**src/rtl/tlb_pkg.sv**
```systemverilog
package tlb_pkg;

   typedef struct packed {
      logic rd;
      logic wr;
   } tlb_perm_t;

   // Galois feedback masks for maximal-length sequences of supported widths
   function automatic logic [31:0] lfsr_mask(input int w);
      case (w)
         8:       return 32'h0000_00B8;
         16:      return 32'h0000_B400;
         default: return 32'h8020_0003;
      endcase
   endfunction

endpackage

```
**src/rtl/tlb_lfsr.sv**
```systemverilog
module tlb_lfsr #(
   parameter int W = 8
) (
   input  logic         clk,
   input  logic         rst_n,
   output logic [W-1:0] state
);
   localparam logic [W-1:0] MASK = W'(tlb_pkg::lfsr_mask(W));

   if (W != 8 && W != 16 && W != 32) begin : g_bad_w
      $error("tlb_lfsr: W must be 8, 16 or 32");
   end

   always_ff @(posedge clk or negedge rst_n) begin
      if (!rst_n)
         state <= W'(1);
      else if (state[0])
         state <= (state >> 1) ^ MASK;
      else
         state <= state >> 1;
   end
endmodule

```
**src/rtl/tlb_cam.sv**
```systemverilog
module tlb_cam #(
   parameter int ENTRIES = 8,
   parameter int VPN_W   = 20,
   parameter int ASID_W  = 8
) (
   input  logic [ENTRIES-1:0]             valid,
   input  logic [ENTRIES-1:0][VPN_W-1:0]  tag_vpn,
   input  logic [ENTRIES-1:0][ASID_W-1:0] tag_asid,
   input  logic [VPN_W-1:0]               key_vpn,
   input  logic [ASID_W-1:0]              key_asid,
   output logic [ENTRIES-1:0]             match
);
   for (genvar i = 0; i < ENTRIES; i++) begin : g_cmp
      assign match[i] = valid[i] && (tag_vpn[i] == key_vpn) && (tag_asid[i] == key_asid);
   end
endmodule

```
**src/rtl/tlb_victim.sv**
```systemverilog
module tlb_victim #(
   parameter int ENTRIES = 8,
   parameter int IDX_W   = 3
) (
   input  logic [ENTRIES-1:0] valid,
   input  logic [ENTRIES-1:0] same_tag,
   input  logic [IDX_W-1:0]   rnd_idx,
   output logic [IDX_W-1:0]   victim
);
   logic [IDX_W-1:0] same_idx;
   logic [IDX_W-1:0] free_idx;

   always_comb begin
      same_idx = '0;
      free_idx = '0;
      for (int i = ENTRIES - 1; i >= 0; i--) begin
         if (same_tag[i]) same_idx = IDX_W'(i);
         if (!valid[i])   free_idx = IDX_W'(i);
      end
   end

   always_comb begin
      if (|same_tag)
         victim = same_idx;
      else if (!(&valid))
         victim = free_idx;
      else
         victim = rnd_idx;
   end
endmodule

```
**src/rtl/tlb_fa.sv**
```systemverilog
module tlb_fa #(
   parameter int ENTRIES = 8,
   parameter int VPN_W   = 20,
   parameter int PPN_W   = 20,
   parameter int ASID_W  = 8,
   parameter int OFF_W   = 12,
   parameter int LFSR_W  = 8
) (
   input  logic                    clk,
   input  logic                    rst_n,
   input  logic                    lk_valid,
   input  logic [VPN_W-1:0]        lk_vpn,
   input  logic [ASID_W-1:0]       lk_asid,
   input  logic [OFF_W-1:0]        lk_off,
   input  logic                    lk_wr,
   output logic                    lk_hit,
   output logic                    lk_fault,
   output logic [PPN_W+OFF_W-1:0]  lk_pa,
   input  logic                    rf_valid,
   input  logic [VPN_W-1:0]        rf_vpn,
   input  logic [ASID_W-1:0]       rf_asid,
   input  logic [PPN_W-1:0]        rf_ppn,
   input  logic                    rf_perm_rd,
   input  logic                    rf_perm_wr,
   input  logic                    fl_all,
   input  logic                    fl_asid_en,
   input  logic [ASID_W-1:0]       fl_asid
);
   import tlb_pkg::*;

   localparam int IDX_W = (ENTRIES > 1) ? $clog2(ENTRIES) : 1;
   localparam int PA_W  = PPN_W + OFF_W;

   if ((ENTRIES & (ENTRIES - 1)) != 0 || ENTRIES < 2) begin : g_bad_depth
      $error("tlb_fa: ENTRIES must be a power of two, at least 2");
   end
   if (LFSR_W < IDX_W) begin : g_bad_lfsr
      $error("tlb_fa: LFSR_W narrower than slot index");
   end

   logic [ENTRIES-1:0]             slot_vld;
   logic [ENTRIES-1:0][VPN_W-1:0]  slot_vpn;
   logic [ENTRIES-1:0][ASID_W-1:0] slot_asid;
   logic [ENTRIES-1:0][PPN_W-1:0]  slot_ppn;
   tlb_perm_t [ENTRIES-1:0]        slot_perm;

   logic [ENTRIES-1:0] lk_match;
   logic [ENTRIES-1:0] rf_match;
   logic [LFSR_W-1:0]  rnd;
   logic [IDX_W-1:0]   victim;

   tlb_cam #(.ENTRIES(ENTRIES), .VPN_W(VPN_W), .ASID_W(ASID_W)) i_lk_cam (
      .valid(slot_vld), .tag_vpn(slot_vpn), .tag_asid(slot_asid),
      .key_vpn(lk_vpn), .key_asid(lk_asid), .match(lk_match));

   tlb_cam #(.ENTRIES(ENTRIES), .VPN_W(VPN_W), .ASID_W(ASID_W)) i_rf_cam (
      .valid(slot_vld), .tag_vpn(slot_vpn), .tag_asid(slot_asid),
      .key_vpn(rf_vpn), .key_asid(rf_asid), .match(rf_match));

   tlb_lfsr #(.W(LFSR_W)) i_lfsr (.clk(clk), .rst_n(rst_n), .state(rnd));

   tlb_victim #(.ENTRIES(ENTRIES), .IDX_W(IDX_W)) i_victim (
      .valid(slot_vld), .same_tag(rf_match), .rnd_idx(rnd[IDX_W-1:0]),
      .victim(victim));

   // Lookup datapath: one-hot mux of the matching slot
   logic [PPN_W-1:0] sel_ppn;
   tlb_perm_t        sel_perm;
   logic             any_match;
   logic             allowed;

   always_comb begin
      sel_ppn  = '0;
      sel_perm = '0;
      for (int i = 0; i < ENTRIES; i++) begin
         if (lk_match[i]) begin
            sel_ppn  = sel_ppn | slot_ppn[i];
            sel_perm = sel_perm | slot_perm[i];
         end
      end
   end

   assign any_match = lk_valid && (|lk_match);
   assign allowed   = lk_wr ? sel_perm.wr : sel_perm.rd;
   assign lk_hit    = any_match && allowed;
   assign lk_fault  = any_match && !allowed;
   assign lk_pa     = lk_hit ? {sel_ppn, lk_off} : PA_W'(0);

   // Valid bits: flush first, refill afterwards so it survives
   always_ff @(posedge clk or negedge rst_n) begin
      if (!rst_n) begin
         slot_vld <= '0;
      end else begin
         for (int i = 0; i < ENTRIES; i++) begin
            if (fl_all || (fl_asid_en && slot_asid[i] == fl_asid))
               slot_vld[i] <= 1'b0;
         end
         if (rf_valid)
            slot_vld[victim] <= 1'b1;
      end
   end

   // Slot payload needs no reset: it is qualified by the valid bit
   always_ff @(posedge clk) begin
      if (rf_valid) begin
         slot_vpn[victim]     <= rf_vpn;
         slot_asid[victim]    <= rf_asid;
         slot_ppn[victim]     <= rf_ppn;
         slot_perm[victim].rd <= rf_perm_rd;
         slot_perm[victim].wr <= rf_perm_wr;
      end
   end
endmodule

```
**config.mk**
```make
export PLATFORM = sky130hd
export DESIGN_NAME = tlb_fa
export DESIGN_NICKNAME = d
export VERILOG_FILES = /design/src/rtl/tlb_pkg.sv /design/src/rtl/tlb_lfsr.sv /design/src/rtl/tlb_cam.sv /design/src/rtl/tlb_victim.sv /design/src/rtl/tlb_fa.sv
export SDC_FILE = /design/constraint.sdc
export NUM_CORES = 1
export LEC_CHECK = 0
export BUFFER_PORTS_ARGS = -buffer_cell sky130_fd_sc_hd__buf_2
export CORE_MARGIN = 10
export CORE_UTILIZATION = 37
export CTS_CLUSTER_SIZE = 25
export DETAILED_ROUTE_END_ITERATION = 8
export GPL_ROUTABILITY_DRIVEN = 0
export PLACE_DENSITY = 0.49
export RECOVER_POWER = 100
export SLEW_MARGIN = 15
export SYNTH_ARGS = -nofsm -noshare
export SYNTH_HDL_FRONTEND = slang
export SYNTH_SLANG_ARGS = --single-unit
```
**constraint.sdc**
```tcl
create_clock -name clk -period 19.1 [get_ports clk]
set_clock_uncertainty 0.1 [all_clocks]
set_input_delay 1.91 -clock clk [delete_from_list [all_inputs] [get_ports clk]]
set_output_delay 1.91 -clock clk [all_outputs]
set_load 0.05 [all_outputs]
```
# Word level (Yosys, flattened, before mapping)
# Cells that the tools add are included.
[op_classes] order_cmp=2 eq_ne=40 muxes=61 n_bitwise=16 n_reduce_logical=56
[ops] operator="160-bit bitwise mux" count=2
[ops] operator="20-bit == test" count=16
[ops] operator="8-bit == test" count=24
[ops] operator="20-bit two-way mux" count=9
[ops] operator="20-bit bitwise OR" count=7
[ops] operator="64-bit bitwise mux" count=1
[ops] operator="20-bit demux with 3-bit select" count=1
[ops] operator="3-bit two-way mux" count=18
[ops] operator="1-bit logical AND" count=44
[ops] operator="16-bit bitwise mux" count=2
[ops] operator="32-bit two-way mux" count=1
[ops] operator="8-bit demux with 3-bit select" count=1
[ops] operator="8-bit two-way mux" count=3
[ops] operator="2-bit two-way mux" count=9
[ops] operator="8-bit OR reduction" count=2
[ops] operator="2-bit bitwise OR" count=7
[ops] operator="2-bit demux with 3-bit select" count=2
[ops] operator="1-bit two-way mux" count=11
[ops] operator="1-bit logical OR" count=8
[ops] operator="8-bit bitwise OR" count=1
[ops] operator="8-bit AND reduction" count=1
[ops] operator="3-bit by 4-bit < comparator with 1-bit output (second input constant)" count=1
[ops] operator="3-bit inverter with 4-bit output" count=1
[ops] operator="1-bit demux with 3-bit select" count=1
[ops] operator="2 further kinds" count=2
[word_totals] reg_bits=416 inputBits=105 out_inout_bits=34 wordCells=217

# Longest topological paths before layout
# Gate-level depths: netlist (run 1).
[depth] ltp_word=21 mapped_depth=10 depth_no_buf=8

# By module
# Synthesis (run 1) repeated with hierarchy kept, for this count alone.
[hier_totals] hier_cells=1391 hier_area_um2=20070.5
[modules_own_cells] mod="tlb_fa" n_inst=1 cells_each=685 area_per_inst_um2=14174.8 seq_area_each_um2=12211.7
[modules_own_cells] mod="tlb_cam" n_inst=2 cells_each=332 area_per_inst_um2=2748.9 seq_area_each_um2=0.0
[modules_own_cells] mod="tlb_lfsr" n_inst=1 cells_each=11 area_per_inst_um2=227.7 seq_area_each_um2=201.4
[modules_own_cells] mod="tlb_victim" n_inst=1 cells_each=31 area_per_inst_um2=170.2 seq_area_each_um2=0.0

# Least setup slack after synthesis (run 1)
# Ideal clock, no wire load.
[synth_timing] path_kind="input to register" start="input rf_asid[5]" end="register slot_asid[48] in the netlist's numbering, enable pin" setup_ns=0.519 arrival_ns=7.113 required_ns=18.481 slack_ns=11.367 path_stages=10 n_path_buf=2 path_cell_list="buf_2 > xnor2_1 > nand4_1 > nor4_1 > nand4_1 > nand4_1 > nor3_1 > or3_1 > clkbuf_1 > nor3_1"
[synth_rtl] item="start: declaration" line="tlb_fa.sv:21" text="input logic [ASID_W-1:0] rf_asid,"
[synth_rtl] item="end signal: indexed assignment" line="tlb_fa.sv:107" text="slot_asid[victim] <= rf_asid;"
[synth_rtl] item="end: declaration" line="tlb_fa.sv:43" text="logic [ENTRIES-1:0][ASID_W-1:0] slot_asid;"

# Worst setup path after layout (run 1)
[layout_timing] start="input lk_asid[2]" end="output lk_pa[26]"
[layout_between] elab_chain_cells=20 word_cells_on_any_way=51 classes_between="eq/ne (8); mux (18); bitwise (14); reduce/logical (11)"
[layout_lines] item="start: declaration" line="tlb_fa.sv:13" text="input logic [ASID_W-1:0] lk_asid,"
[layout_lines] item="8-bit == test" line="tlb_cam.sv:14" text="assign match[i] = valid[i] && (tag_vpn[i] == key_vpn) && (tag_asid[i] == key_asid);"
[layout_lines] item="1-bit logical AND" line="tlb_cam.sv:14"
[layout_lines] item="2-bit two-way mux" line="tlb_fa.sv:76" text="if (lk_match[i]) begin"
[layout_lines] item="2-bit bitwise OR" line="tlb_fa.sv:78" text="sel_perm = sel_perm | slot_perm[i];"
[layout_lines] item="2-bit two-way mux" line="tlb_fa.sv:76"
[layout_lines] item="2-bit bitwise OR" line="tlb_fa.sv:78"
[layout_lines] item="2-bit two-way mux" line="tlb_fa.sv:76"
[layout_lines] item="2-bit bitwise OR" line="tlb_fa.sv:78"
[layout_lines] item="[4 not listed]"
[layout_lines] item="2-bit two-way mux" line="tlb_fa.sv:76"
[layout_lines] item="2-bit bitwise OR" line="tlb_fa.sv:78"
[layout_lines] item="2-bit two-way mux" line="tlb_fa.sv:76"
[layout_lines] item="2-bit bitwise OR" line="tlb_fa.sv:78"
[layout_lines] item="2-bit two-way mux" line="tlb_fa.sv:76"
[layout_lines] item="1-bit two-way mux" line="tlb_fa.sv:84" text="assign allowed = lk_wr ? sel_perm.wr : sel_perm.rd;"
[layout_lines] item="1-bit logical AND" line="tlb_fa.sv:85" text="assign lk_hit = any_match && allowed;"
[layout_lines] item="32-bit two-way mux (*)" line="tlb_fa.sv:87" text="assign lk_pa = lk_hit ? {sel_ppn, lk_off} : PA_W'(0);"
[layout_lines] item="end: declaration" line="tlb_fa.sv:18" text="output logic [PPN_W+OFF_W-1:0] lk_pa,"
# Every way passes the cells marked *; elsewhere a longest branch is shown, timed or not.

==> run summary, run 1 <==
Outcome -> complete, but fails checks
Failing checks -> max-capacitance violations, max-slew violations
Top cell type by total area after synthesis -> edfxtp_1
Clock network fraction of total power -> 37.6%
Die Y-Extent -> 253 um
Avg WL per Cell -> 32.6 um
Post-CTS resize count -> 0
DRC viols -> 0
CTS Buf Count -> 47
Leak Pwr -> 7.08 nW
Crit. End Element -> primary output
CTS max path bufs -> 3
Core Region -> 53700 um2
Commonest cells after routing, fill and taps aside -> edfxtp_1 (400), xnor2_1 (328), xor2_1 (183)
Yosys reg bits -> 416
Antenna violations before repair -> 5
CTS Hold Bufs -> 0
Worst-Skew Late Latency -> 0.60 ns
Synth Flop Type -> edfxtp_1
1st-pass router iterations -> 5
Grt total ovfl -> 0
Largest cells by area after synthesis -> edfxtp_1 (60%), xnor2_1 (14%), xor2_1 (8.0%)
Pre-CTS setup slack -> 10.88 ns
DRT Wirelength -> 74400 um
PortBufs -> 138
Via density -> 5.72
Cells after DPL -> 2190
Syn Area/Cell -> 14.1 um2
Gr usage total -> 23.0%
Critical path type -> in2out
WP data arrival -> 8.55 ns
Placed wire-length estimate -> 52300 um
CP Data Required Time -> 17.09 ns
H-tree levels -> 2
Sum Neg Setup Slack -> 0 ns
Share of cells above drive strength 1 -> 9.48%
Area of the die -> 63900 um2
Nets -> 1648
Vias in the first global route -> 12900
Via Count -> 13000
Largest net degree at the start of global routing -> 51
Post-synthesis sequential area ratio -> 61.9%
Root buf cell -> clkbuf_16
Most common cell after layout, fill and taps aside -> edfxtp_1
Final worst slack -> 8.54 ns
ANT nets after route -> 0
Pwr dens -> 102 nW/um2
Count of cell types in the netlist -> 49
Max_cap viols -> 12
Switch Pwr -> 0.652 mW
Post-synth EDFFs -> 400
Initial drt markers -> 1861
Clock sink count -> 416
VDD IR max -> 69.5 uV
Initial Utilization -> 37.3%
Startpoint type of the worst setup path -> input pin
Worst Path Max Fanout -> 22
CTS tree -> yes
Fmax achieved -> 94.7 MHz
First-pass GRT wire length -> 103000 um
Setup violators final -> 0
Pint -> 1.67 mW
Final Critical Period -> 10.56 ns
Slew @ Worst Pin -> 4.05 ns
Net Sw Frac -> 28.1%
Min-delay worst type -> reg2reg
Share of Yosys cell area claimed by the top area cell type -> 59.9%
Clk pin slew, worst setup/hold paths -> 0.05 ns
Ys Warns -> 0
Final period util -> 55.3%
Flop pwr share -> 49.5%
Die width -> 253 um
Top-Level Pins -> 139
Slew Limit Fails -> 416
Final hold violations -> 0
Area grow syn2layout -> 13.2%
Ys async rst share -> 3.85%
Setup bufs post-CTS -> 0
Rel. slew slack -> -170%
Comb power frac -> 12.9%
Cell area after synthesis -> 20100 um2
Cells after Synth -> 1423
Fin cells -> 2279
# rows -> 85
Synthesized Nets -> 1528
RSZ-0062 raised after global routing -> false
[registers in the layout (all words and copies together), names as in the netlist]
| register | cells |
|---|---|
| i_lfsr.state | 8 |
| slot_perm | 16 |
| slot_vld | 8 |
| slot_asid | 64 |
| slot_vpn | 160 |
| slot_ppn | 160 |
[per-stage QoR]
step           area (um2)  utilization (%)  total power [mW]  hold slack [ns]
6_report            22700             42.3              2.33            0.251
5_1_grt             22700             42.3              2.40            0.261
4_1_cts             22900             42.7              2.34            0.256
3_5_place_dp        21400             39.9              1.46            0.237
3_3_place_gp        21400             39.9              1.47            0.235
2_1_floorplan       20100                -              1.32            0.231
[path summary, 6_finish.rpt]
kind / startpoint / to / slack, ns / cells past startpoint
worst max-delay path: lk_asid[2] / lk_pa[26] / 8.54 / 12
worst min-delay path: i_lfsr.state[7] / i_lfsr.state[6] / 0.25 / 0
worst max register to register: slot_vpn[23] / slot_vpn[59] / 11.46 / 9
worst min register to register: i_lfsr.state[7] / i_lfsr.state[6] / 0.25 / 0
max in group asynchronous: rst_n / slot_vld[7] / 17.06 / 1
min in group asynchronous: rst_n / slot_vld[6] / 1.31 / 1
[power by group through the flow]
| stage | clock network, mW | logic [mW] | registers, mW |
|---|---|---|---|
| finish | 0.875 | 0.299 | 1.15 |
| global route | 0.932 | 0.313 | 1.16 |
| CTS | 0.890 | 0.303 | 1.14 |
| detailed placement | 0 | 0.301 | 1.16 |
| global placement | 0 | 0.305 | 1.16 |
| floorplan | 0 | 0.171 | 1.15 |
[logic make-up (layout without fill, tap and decap cells)]
group,Yosys count,in the layout,share of synthesized area (%)
xor gates and xnor gates,511,511,22.3
DFF,416,416,61.9
buffers and inverters,97,256,2.26
and+or+nand+nor,260,260,7.76
AOI/OAI and AO/OA,139,139,5.78
other,0,1,0
[cells in the mapped netlist, types with 11 or more instances]
| library cell | count |
|---|---|
| edfxtp_1 | 400 |
| xnor2_1 | 328 |
| xor2_1 | 183 |
| nand4_1 | 90 |
| nor4_1 | 59 |
| buf_2 | 56 |
| a221oi_1 | 41 |
| a22o_1 | 41 |
| clkbuf_1 | 25 |
| nand2_1 | 22 |
| nand3_1 | 19 |
| and2_1 | 18 |
| a21boi_1 | 15 |
| dfrtp_1 | 15 |
| nor2_1 | 15 |
| nor3_1 | 14 |
| inv_1 | 11 |
[critical path, cell delays in order]
cell      delay, ns
buf_2          0.19
xnor2_1        0.56
nand4_1        0.17
nor4_1         0.89
and2_1         0.23
clkbuf_1       1.08
a22o_1         0.27
a221oi_1       0.07
a311oi_1       1.69
clkbuf_1       0.70
a21boi_2       0.27
clkbuf_1       0.49
[metal layers]
| metal | up-vias | share of wire [%] | GRT usage, % |
|---|---|---|---|
| met5 | - | 0.030 | 0 |
| met4 | 6 | 3.4 | 7.98 |
| met3 | 122 | 8.8 | 4.22 |
| met2 | 708 | 45 | 34.7 |
| met1 | 6659 | 43 | 32.6 |
| li1 | 5530 | - | - |
[final cells by class]
class                           instances  area [um2]
Antenna cell                            1        2.50
Clock buffer                           59        1230
Clock inverter                         29         251
Fill cell                            4991       31000
Inverter                               11        41.3
Multi-Input combinational cell        910        7200
Sequential cell                       416       12400
Tap cell                              696         871
Timing Repair Buffer                  157         699
Note: power is estimated with default switching activity, not from simulation.
==> run 2, diff against run 1 <==
clock period = 11 ns   (was 19.1 ns; I/O delays follow)
==> run summary, run 2 (synthesis gave the netlist of run 1 again) <==
DRC viols -> 0 (unchanged)
Final hold violations -> 0 (unchanged)
R2r setup slk -> 3.47 ns (-7.99 ns)
Critical path type -> in2out
CP bufs+invs -> 4 (unchanged)
Rel. slew slack -> -171% (-0.81 points)
Setup violators final -> 0 (unchanged)
Core Region -> 53700 um2 (unchanged)
Fillers -> 4945 (-0.92%)
Worst R2R Start -> slot_vpn[123]
Final period util -> 77.5%
Final Critical Period -> 8.52 ns
Net Sw Frac -> 27.2% (-0.86 points)
CTS max path bufs -> 3 (unchanged)
Biggest regs -> slot_ppn x160, slot_vpn x160, slot_asid x64
Max_cap viols -> 13 (+1)
Flop pwr share -> 47.9% (-1.6 points)
Die Y-Extent -> 253 um (unchanged)
Antenna violations before repair -> 3 (-2)
Leak Pwr -> 7.23 nW (+2.0%)
Comb power frac -> 12.5% (-0.4 points)
Root buf cell -> clkbuf_16
CP Depth -> 11 (-1)
Worst-case reg-to-reg path depth -> 9 (unchanged)
Share of cells above drive strength 1 -> 10.8% (+1.3 points)
Crit. End Element -> primary output
Clk pin slew, worst setup/hold paths -> 0.06 ns (about the same)
Largest net degree at the start of global routing -> 51 (unchanged)
Area grow syn2layout -> 14.0%
Via density -> 5.68 (-0.63%)
Hold Slack -> 0.248 ns (-0.00284 ns)
1st-pass router iterations -> 5 (unchanged)
PortBufs -> 138 (unchanged)
CTS tree -> yes
Sum Neg Setup Slack -> 0 ns (unchanged)
Pwr dens -> 182 nW/um2 (+78%)
CP Data Required Time -> 9.80 ns (-7.29 ns)
Slew Limit Fails -> 434 (+4.3%)
Clock sink count -> 416 (unchanged)
CP cell instances -> buf_2, xnor2_1, nand4_1, nor4_1, and2_1, clkbuf_1, a221oi_1, a311oi_1, buf_4, and2_1, clkbuf_1
Worst hold path stage count -> 0 (unchanged)
Via Count -> 12900 (-0.72%)
Startpoint type of the worst setup path -> input pin
Setup bufs post-CTS -> 0 (unchanged)
First-pass GRT wire length -> 103000 um (-0.29%)
Most common cell after layout, fill and taps aside -> edfxtp_1
Total power -> 4.17 mW (+79%)
Post-CTS resize count -> 0 (unchanged)
Hold Startpoint -> i_lfsr.state[7]
Gr usage total -> 23.0% (about the same)
Placed cell area -> 21400 um2 (unchanged)
Crit path max-delay cell type -> a311oi_1
CP top delay family -> buffers and inverters
Nets -> 1649 (+0.061%)
Final worst slack -> 2.48 ns (-6.07 ns)
CTS Hold Bufs -> 0 (unchanged)
Pre-CTS setup slack -> 4.56 ns (-6.33 ns)
Die width -> 253 um (unchanged)
CTS Buf Count -> 48 (+2.1%)
# rows -> 85 (unchanged)
Initial drt markers -> 1745 (-6.2%)
Reg-to-reg endpoint -> slot_vpn[141]
Slowest stage delay, CP -> 1.62 ns (-0.07 ns)
Vias in the first global route -> 13000 (+0.26%)
VDD IR max -> 122 uV (+75%)
WP data arrival -> 7.32 ns (-1.23 ns)
Commonest cells after routing, fill and taps aside -> edfxtp_1 (400), xnor2_1 (328), xor2_1 (183)
Avg WL per Cell -> 32.8 um (+0.41%)
Grt total ovfl -> 0 (unchanged)
Outcome -> complete, but fails checks
ANT nets after route -> 0 (unchanged)
Failing checks -> max-capacitance violations, max-slew violations
Min-delay worst type -> reg2reg
Hold worst-path end -> i_lfsr.state[6]
Fmax achieved -> 117 MHz
Switch Pwr -> 1.13 mW (+74%)
DRT Wirelength -> 74600 um (+0.32%)
RSZ-0062 raised after global routing -> false
Slew @ Worst Pin -> 4.07 ns (+0.0122 ns)
Clock network fraction of total power -> 39.7% (+2.1 points)
H-tree levels -> 2 (unchanged)
Design area -> 22900 um2 (+0.66%)
Worst-Skew Late Latency -> 0.60 ns (about the same)
Top-Level Pins -> 139 (unchanged)
N_diodes -> 0 (-1)
Initial Utilization -> 37.3% (unchanged)
Area of the die -> 63900 um2 (unchanged)
Worst Path Max Fanout -> 22 (unchanged)
Pint -> 3.04 mW (+82%)
Placed wire-length estimate -> 52300 um (about the same)
## run 2: through the flow
stage	utilization (%)	cells
6_report	42.6	2277
5_1_grt	42.6	2277
4_1_cts	42.9	2277
3_5_place_dp	39.9	2190
3_3_place_gp	39.9	2190
2_1_floorplan	-	1423
## run 2: worst max-delay path by stage
stage               start       endpoint  slack (ns)
6_report       lk_vpn[18]       lk_pa[6]        2.48
5_1_grt        lk_vpn[18]       lk_pa[4]        2.15
4_1_cts        lk_vpn[18]      lk_pa[13]        4.56
3_5_place_dp   lk_vpn[18]      lk_pa[13]        4.56
3_3_place_gp   lk_vpn[18]      lk_pa[13]        4.56
2_1_floorplan  rf_asid[5]  slot_asid[48]        4.08
## run 2: power by group through the flow
stage	Sequential (mW)	Clock, mW	Combinational (mW)
floorplan	1.99	0	0.297
global placement	2.01	0	0.532
detailed placement	2.01	0	0.527
CTS	1.98	1.68	0.530
global route	2.00	1.75	0.544
finish	2.00	1.66	0.520
## run 2: area by class of cell
class                   count  area [um2]  area share [%]
repair buffers            157         721            3.15
inverters                  11        41.3           0.181
flip-flops and latches    416       12400            54.3
well taps                 696         871            3.81
clock buffers              57        1260            5.50
multi-input cells         910        7200            31.5
clock inverters            30         357            1.56
## run 2: metal layers
layer  track usage [%]  wire (um)  vias to the layer above
met5                 0         35                        -
met4              7.23       2350                        6
met3              4.66       6510                      113
met2              34.7      33200                      671
met1              32.5      32600                     6612
li1                  -          -                     5529
## run 2: worst register-to-register path, cell delays in order (launching register included)
cell	delay (ns)
edfxtp_1	0.41
xnor2_1	0.53
nand4_1	0.35
nor4_1	0.93
and2_0	0.23
o311ai_0	0.20
a21oi_1	0.43
o21ai_0	0.47
nor2_1	0.66
clkbuf_1	2.67
==> run 3, diff against run 2 <==
clock period = 8.5 ns   (was 11 ns; I/O delays follow)
==> run summary, run 3 (synthesis gave the netlist of run 1 again) <==
Outcome -> complete, but fails checks
Failing checks -> max-capacitance violations, max-slew violations
WP data arrival -> 7.46 ns (+0.14 ns)
R2r setup slk -> 1.89 ns (-1.58 ns)
Area grow syn2layout -> 13.5%
1st-pass router iterations -> 6 (+1)
Met1 Resource Use GR -> 32.4% (-0.18 points)
Via density -> 5.73 (+0.95%)
Root buf cell -> clkbuf_16
CTS max path bufs -> 3 (unchanged)
Placed wire-length estimate -> 53200 um (+1.7%)
CTS tree -> yes
Clk pin slew, worst setup/hold paths -> 0.06 ns (about the same)
Leak Pwr -> 7.21 nW (-0.20%)
Initial drt markers -> 1579 (-9.5%)
Setup violators final -> 0 (unchanged)
VDD IR max -> 143 uV (+18%)
PortBufs -> 138 (unchanged)
Slew Limit Fails -> 254 (-41%)
Fillers -> 4937 (-0.16%)
Most common cell after layout, fill and taps aside -> edfxtp_1
Core Region -> 53700 um2 (unchanged)
Fin cells -> 2280 (+0.13%)
Most used cell, CP -> nand4_1
DRT Wirelength -> 74600 um (about the same)
Design area -> 22800 um2 (-0.42%)
Slowest stage delay, CP -> 2.01 ns (+0.39 ns)
Slew @ Worst Pin -> 2.79 ns (-1.27 ns)
Startpoint type of the worst setup path -> input pin
Fmax achieved -> 136 MHz
Area of the die -> 63900 um2 (unchanged)
Top-Level Pins -> 139 (unchanged)
Max_cap viols -> 10 (-3)
Clock sink count -> 416 (unchanged)
Worst-Skew Late Latency -> 0.60 ns (about the same)
CP cell instances -> clkbuf_1, xnor2_1, nand4_1, nor4_1, nand4_1, and2_0, a21oi_1, o21ai_0, nor2_1, buf_4
ANT nets after route -> 0 (unchanged)
H-tree levels -> 2 (unchanged)
Rel. slew slack -> -86.8% (+84 points)
Min-delay worst type -> in2async
Via Count -> 13100 (+1.1%)
Cells after DPL -> 2191 (+0.046%)
Gr usage total -> 23.0% (about the same)
DRC viols -> 0 (unchanged)
Most used routing layer -> met2
Initial Utilization -> 37.3% (unchanged)
Placed cell area -> 21400 um2 (about the same)
Met3 usage -> 5.04% (+0.38 points)
CP bufs+invs -> 2 (-2)
Die width -> 253 um (unchanged)
Antenna violations before repair -> 7 (+4)
Crit. End Element -> flop
Nets -> 1649 (unchanged)
Met2 usage -> 34.5% (-0.24 points)
Sum Neg Setup Slack -> 0 ns (unchanged)
Crit path max-delay cell type -> nor2_1
Vias in the first global route -> 12900 (-0.15%)
CTS Hold Bufs -> 0 (unchanged)
CTS Buf Count -> 47 (-2.1%)
Commonest cells after routing, fill and taps aside -> edfxtp_1 (400), xnor2_1 (328), xor2_1 (183)
Reg-to-reg endpoint -> slot_vpn[146]
Avg WL per Cell -> 32.7 um (-0.19%)
Biggest regs -> slot_ppn x160, slot_vpn x160, slot_asid x64
RSZ-0062 raised after global routing -> false
Worst Path Max Fanout -> 29 (+32%)
# rows -> 85 (unchanged)
Final period util -> 86.2%
Post-CTS resize count -> 0 (unchanged)
Setup bufs post-CTS -> 0 (unchanged)
Grt total ovfl -> 0 (unchanged)
CP top delay family -> simple AND/OR/NAND/NOR gates
Worst R2R Start -> slot_asid[17]
Final Critical Period -> 7.33 ns
Die Y-Extent -> 253 um (unchanged)
First-pass GRT wire length -> 103000 um (+0.19%)
Critical path type -> in2reg
Share of cells above drive strength 1 -> 11.6% (+0.88 points)
CP Data Required Time -> 8.63 ns (-1.17 ns)
Largest net degree at the start of global routing -> 51 (unchanged)
Worst-case reg-to-reg path depth -> 9 (unchanged)
Post-route core utilization -> 42.4% (-0.18 points)
Final hold violations -> 0 (unchanged)
Pwr dens -> 228 nW/um2 (+25%)
[run 3: power breakdown]
group          switching (mW)  total [mW]  internal [mW]  leakage (nW)
registers               0.121        2.57           2.45          3.84
clock network           0.865        1.95           1.08         0.718
logic                   0.476       0.673          0.197          2.65
total                    1.46        5.20           3.73          7.21
[run 3: final cells by class]
| class | count | area (um2) | share of cell area [%] |
|---|---|---|---|
| Tap cell | 696 | 871 | 3.83 |
| Antenna cell | 2 | 5.00 | 0.0220 |
| Clock inverter | 28 | 223 | 0.978 |
| Multi-Input combinational cell | 910 | 7210 | 31.7 |
| Clock buffer | 59 | 1250 | 5.50 |
| Sequential cell | 416 | 12400 | 54.5 |
| Inverter | 11 | 41.3 | 0.181 |
| Timing Repair Buffer | 158 | 748 | 3.29 |
[run 3: worst reg2reg max path, delay by kind of cell, from the launching register on]
kind            cells  cell delay [ns]
compound gates      2             0.76
xor+xnor            1             0.19
buf+inv             1             0.71
flops               1             0.49
simple gates        5             3.98
[run 3: worst max path at each step]
stage	slack, ns	from	endpoint	cells after the start
floorplan	1.83	rf_asid[5]	slot_asid[48]	10
global placement	2.52	lk_vpn[16]	lk_pa[27]	11
detailed placement	2.44	lk_vpn[9]	lk_pa[25]	12
CTS	2.43	lk_vpn[9]	lk_pa[25]	12
global route	1.07	rf_vpn[15]	slot_vpn[146]	10
finish	1.17	rf_asid[1]	slot_vpn[146]	10
[run 3: per-stage QoR]
stage / power, mW / hold slack, ns / setup slack (ns)
floorplan: 2.96 / 0.231 / 1.83
finish: 5.20 / 0.245 / 1.17
global route: 5.35 / 0.254 / 1.07
global placement: 3.29 / 0.235 / 2.52
detailed placement: 3.28 / 0.237 / 2.44
CTS: 5.23 / 0.0532 / 2.43
[run 3: metal layers]
| layer | wire [um] | share of wire [%] |
|---|---|---|
| met1 | 32300 | 43 |
| met2 | 32800 | 44 |
| met3 | 6830 | 9.2 |
| met4 | 2610 | 3.5 |
| met5 | 33 | 0.044 |
